--- config.mk ---
export PLATFORM = sky130hd
export DESIGN_NAME = pit_timer
export DESIGN_NICKNAME = d
export VERILOG_FILES = /design/src/rtl/pit_pkg.sv /design/src/rtl/pit_prescaler.sv /design/src/rtl/pit_counter.sv /design/src/rtl/pit_ctrl.sv /design/src/rtl/pit_timer.sv
export SDC_FILE = /design/constraint.sdc
export NUM_CORES = 1
export LEC_CHECK = 0
export ABC_AREA = 1
export BUFFER_PORTS_ARGS = -buffer_cell sky130_fd_sc_hd__buf_2
export CAP_MARGIN = 20
export CORE_ASPECT_RATIO = 1.2
export CORE_MARGIN = 2
export CORE_UTILIZATION = 54
export DETAILED_ROUTE_END_ITERATION = 16
export MAX_ROUTING_LAYER = met4
export PLACE_DENSITY = 0.78
export SLEW_MARGIN = 20
export SYNTH_ARGS = -nofsm -noshare
export SYNTH_HDL_FRONTEND = slang
export SYNTH_SLANG_ARGS = --single-unit
--- constraint.sdc ---
create_clock -name clk -period 2.5 [get_ports clk]
set_clock_uncertainty 0.2 [all_clocks]
set_input_delay 0.125 -clock clk [delete_from_list [all_inputs] [get_ports clk]]
set_output_delay 0.125 -clock clk [all_outputs]
set_load 0.02 [all_outputs]
--- src/rtl/pit_pkg.sv ---
package pit_pkg;

    localparam int PS_W    = 10;
    localparam int SEL_LSB = 0;
    localparam int IE_BIT  = 3;

    typedef enum logic [1:0] {
        DIV_1    = 2'd0,
        DIV_8    = 2'd1,
        DIV_64   = 2'd2,
        DIV_1024 = 2'd3
    } div_sel_e;

    typedef struct packed {
        div_sel_e sel;
        logic     irq_en;
    } tmr_ctrl_t;

    function automatic int unsigned shift_of(div_sel_e s);
        case (s)
            DIV_1:   return 0;
            DIV_8:   return 3;
            DIV_64:  return 6;
            default: return 10;
        endcase
    endfunction

    function automatic logic [PS_W-1:0] period_mask(div_sel_e s);
        logic [PS_W:0] one_hot;
        one_hot = (PS_W+1)'(1) << shift_of(s);
        return PS_W'(one_hot - 1'b1);
    endfunction

endpackage

--- src/rtl/pit_prescaler.sv ---
module pit_prescaler
    import pit_pkg::*;
(
    input  logic     clk,
    input  logic     rst,
    input  logic     restart,
    input  logic     fast,
    input  div_sel_e sel,
    output logic     tick
);
    logic [PS_W-1:0] ps_q;
    logic            hit;

    assign hit  = (ps_q == period_mask(sel));
    assign tick = fast | hit;

    always_ff @(posedge clk) begin
        if (rst || restart) begin
            ps_q <= '0;
        end else if (hit) begin
            ps_q <= '0;
        end else begin
            ps_q <= ps_q + 1'b1;
        end
    end
endmodule

--- src/rtl/pit_counter.sv ---
module pit_counter #(
    parameter int CNT_W = 8
) (
    input  logic             clk,
    input  logic             rst,
    input  logic             load,
    input  logic [CNT_W-1:0] load_val,
    input  logic             tick,
    output logic [CNT_W-1:0] cnt,
    output logic             fast,
    output logic             underflow
);
    localparam logic [CNT_W-1:0] RST_CNT = '1;

    logic [CNT_W-1:0] cnt_q;
    logic             fast_q;

    assign underflow = tick && !load && (cnt_q == '0);
    assign cnt       = cnt_q;
    assign fast      = fast_q;

    always_ff @(posedge clk) begin
        if (rst) begin
            cnt_q  <= RST_CNT;
            fast_q <= 1'b0;
        end else if (load) begin
            cnt_q  <= load_val;
            fast_q <= 1'b0;
        end else if (tick) begin
            cnt_q <= cnt_q - 1'b1;
            if (cnt_q == '0) begin
                fast_q <= 1'b1;
            end
        end
    end
endmodule

--- src/rtl/pit_ctrl.sv ---
module pit_ctrl
    import pit_pkg::*;
#(
    parameter int ADDR_W = 4
) (
    input  logic              clk,
    input  logic              rst,
    input  logic              wr_en,
    input  logic [ADDR_W-1:0] wr_addr,
    input  logic              underflow,
    input  logic              cnt_read,
    output div_sel_e          sel,
    output logic              irq_en,
    output logic              flag
);
    tmr_ctrl_t ctrl_q;
    logic      flag_q;

    always_ff @(posedge clk) begin
        if (rst) begin
            ctrl_q.sel    <= DIV_1024;
            ctrl_q.irq_en <= 1'b0;
        end else if (wr_en) begin
            ctrl_q.sel    <= div_sel_e'(wr_addr[SEL_LSB +: 2]);
            ctrl_q.irq_en <= wr_addr[IE_BIT];
        end
    end

    // Priority: write clears, wrap sets, count read clears.
    always_ff @(posedge clk) begin
        if (rst || wr_en) begin
            flag_q <= 1'b0;
        end else if (underflow) begin
            flag_q <= 1'b1;
        end else if (cnt_read) begin
            flag_q <= 1'b0;
        end
    end

    assign sel    = ctrl_q.sel;
    assign irq_en = ctrl_q.irq_en;
    assign flag   = flag_q;
endmodule

--- src/rtl/pit_timer.sv ---
module pit_timer
    import pit_pkg::*;
#(
    parameter int CNT_W  = 8,
    parameter int ADDR_W = 4
) (
    input  logic              clk,
    input  logic              rst,
    input  logic              wr_en,
    input  logic [ADDR_W-1:0] wr_addr,
    input  logic [CNT_W-1:0]  wr_data,
    input  logic              rd_en,
    input  logic              rd_sel,
    output logic [CNT_W-1:0]  rd_data,
    output logic              irq_n
);
    localparam int LOW_BITS = CNT_W - 1;

    logic             tick;
    logic             fast;
    logic             underflow;
    logic [CNT_W-1:0] cnt;
    div_sel_e         sel;
    logic             irq_en;
    logic             flag;
    logic             cnt_read;

    assign cnt_read = rd_en && !rd_sel;

    pit_prescaler u_pres (
        .clk     (clk),
        .rst     (rst),
        .restart (wr_en),
        .fast    (fast),
        .sel     (sel),
        .tick    (tick)
    );

    pit_counter #(.CNT_W(CNT_W)) u_cnt (
        .clk       (clk),
        .rst       (rst),
        .load      (wr_en),
        .load_val  (wr_data),
        .tick      (tick),
        .cnt       (cnt),
        .fast      (fast),
        .underflow (underflow)
    );

    pit_ctrl #(.ADDR_W(ADDR_W)) u_ctrl (
        .clk       (clk),
        .rst       (rst),
        .wr_en     (wr_en),
        .wr_addr   (wr_addr),
        .underflow (underflow),
        .cnt_read  (cnt_read),
        .sel       (sel),
        .irq_en    (irq_en),
        .flag      (flag)
    );

    assign rd_data = rd_sel ? {flag, {LOW_BITS{1'b0}}} : cnt;
    assign irq_n   = !(flag && irq_en);
endmodule

==> results.md <==
* Syn Nets at 225
* Worst path required time at 2.56 ns
* CTS sink cnt at 23
* Achievable Freq at ~0.45 GHz
* Register area share after synthesis at 33.0%
* Die width at 50.4 um
* # H-tree levels at 1
* CP top delay family: simple AND/OR/NAND/NOR gates
* Setup crit start kind: register
* Vias/cell at about 5.3
* Drt pass-1 iters at 5
* Slew HR at 68.9%
* Yosys reg bits at 23
* Syn_area_per_cell at between 6 and 7 um^2
* Largest cells by area after synthesis: dfxtp_1 (33%), nand3_1 (9.7%), inv_1 (7.3%), nand2_1 (7.3%), nor2_1 (7.0%)
* Initial antenna violation count at 0
* Total grt overflow at 0
* Area grow syn2layout at 26.4%
* Peak VDD IR at around 0.34 mV
* Clock latency at the later pin of the worst-skew pair at 0.31 ns
* Initial Utilization at 55.8%
* Starting DRT DRC Count at 34
* Die Y at 59.7 um
* # IOs at 26
* Drt wl/cell at approximately 12 um
* Comb pwr share at between 20% and 30%
* Psw at 0.000219 W
* Antenna Nets Post-Route at 0
* CTS Buffer Depth at 2
* Nets at 269
* CTS buffer count at 3
* Post-route setup TNS at 0 ns
* Worst Path Buf+Inv at 1
* Sw Share at 30.0%
* Final count of negative-setup-slack endpoints at 0
* Yosys synthesis warning count at 0
* Nature of the critical path endpoint: register
* Largest net degree at the start of global routing at 19
* Total GRT Usage at 24.7%
* Vias in the first global route at 1347
* Cells after synthesis at 201
* WL final at 3310 um
* Final min period at 2.23 ns
* P_leak at about 0.82 nW
* Fin area at 1770 um^2
* Post-CTS Resized at 0
* Placer Congestion at about 0.8
* First-pass GRT wire length at about 5500 um
* Worst-margin pin slew at 0.464 ns
* Ant. Diodes at 0
* Final hold vios at 0
* Slowest stage delay, CP at ~0.4 ns
* Pwr dens at 415 nW/um^2
* Detail Placement HPWL at between 2000 and 2500 um
* Max Cap Viol at 0
* Root Buffer: clkbuf_4
* WP data arrival at 2.29 ns
* Worst-path maximum fanout at 11
* Sequential power share at 53.7%
* Synth area leader: dfxtp_1
* Outcome: complete, no violations
* Share of cells above drive strength 1 at 14.8%
* Hold Path Class: in -> reg
* Tot Pwr at 0.000732 W
* Most frequent CP cell: nand2_1
* Crit share post-route at 89.3%
* CTS tree: built
* Area post-placement at 1530 um^2
* Clock power frac at 24.6%
* Pins over their slew limit at 0
* DRC at 0
* Internal power at 0.000513 W
* FP Rows at 20
* RSZ-0062 raised after global routing: no
* Clock transition at path regs at ~0.14 ns
* Final WS setup at 0.267 ns
* Die Area at 3010 um^2
* Synthesized cell area at about 1400 um^2
* Pre-CTS setup slack at ~0.3 ns
* Synth cell types at 23
* Setup Crit Path Kind: reg -> reg
* Post-synth top area share at between 30% and 40%
* Core ar. at 2500 um^2
* Crit-path cells: inv_1 > ha_1 > nand2_1 > o21ai_0 > nand2_1 > nand2_1 > nor2_2 > nand3_2 > nand2_2 > nand3_1 > a21oi_1
* Worst path slowest cell: dfxtp_1
* Vias at between 1000 and 1500
* WHS at 0.0356 ns
* PortBufs at 24
sequential cells by signal (all words and copies together), names as in the netlist:
signal and count:
u_pres.ps_q 10, u_cnt.cnt 8, u_ctrl.sel 2, u_cnt.fast 1, u_ctrl.flag 1, u_ctrl.irq_en 1
final timing paths:
check                       from        endpoint  slack, ns  cells past startpoint
hold / removal            rd_sel     u_ctrl.flag       0.04                      3
hold reg to reg   u_pres.ps_q[9]  u_pres.ps_q[9]       0.30                      2
setup reg to reg   u_ctrl.sel[1]     u_ctrl.flag       0.27                     11
setup / recovery   u_ctrl.sel[1]     u_ctrl.flag       0.27                     11
routing by layer:
metal	vias up	global-route usage [%]	routed length [um]
met5	-	-	0
met4	0	13.1	64
met3	9	2.25	109
met2	40	45.5	1780
met1	659	26.0	1360
li1	748	-	-
per-stage QoR:
step,instances,util [%]
final,277,70.6
after global routing,277,70.6
after CTS,277,70.6
after detailed placement,252,61.1
after global placement,252,61.1
after floorplan,201,-
synth_stat cells, drive strengths merged:
library cell,n
nand3,29
xor2,8
o21ai,11
ha,7
nor3b,1
buf,1
clkbuf,5
nand4,13
inv,27
xnor2,1
mux2,1
clkinv,1
nor3,5
a21oi,12
nand2,29
nor2,27
dfxtp,23
timing repair:
action,in CTS,in global routing
buffers inserted,0,0
hold endpoints to repair,12,0
hold buffers,21,0
cells by family after synthesis:
| logic type | after synthesis | synth area share, % |
|---|---|---|
| xor+xnor | 9 | 5.65 |
| fa+ha+maj | 7 | 6.27 |
| simple gates | 104 | 36.4 |
| flops | 23 | 33.0 |
| mux | 1 | 0.806 |
| compound gates | 23 | 8.24 |
| buf+inv | 34 | 9.68 |
cells in the final DEF, fill, tap and decap left out, types with 10 or more instances in the layout:
cell type | Yosys | routed
inv_1 | 27 | 27
o21ai_0 | 10 | 10
nand4_1 | 13 | 13
dlygate4sd3_1 | 0 | 21
buf_2 | 0 | 24
dfxtp_1 | 23 | 23
nand2_1 | 27 | 27
a21oi_1 | 12 | 12
nand3_1 | 27 | 27
nor2_1 | 26 | 26
power by group through the flow:
stage          Combinational, W  Sequential, W  Clock (W)
6_report               0.000159       0.000393   0.000180
2_1_floorplan         0.0000926       0.000398          0
3_3_place_gp           0.000126       0.000401          0
4_1_cts                0.000156       0.000393   0.000182
3_5_place_dp           0.000129       0.000401          0
5_1_grt                0.000176       0.000395   0.000198
worst min-delay path, cell delays in order:
cell and delay, ns:
buf_2 0.16, o21ai_0 0.17, a21oi_1 0.06
cell type report:
class                   instances  area [um^2]
clock inverters                 1         5.00
multi-input cells             144          801
repair buffers                 45          330
well taps                      33         41.3
inverters                      28          105
flip-flops and latches         23          460
clock buffers                   3         22.5
fillers                       218          737
Power figures use the tool's default switching activity.
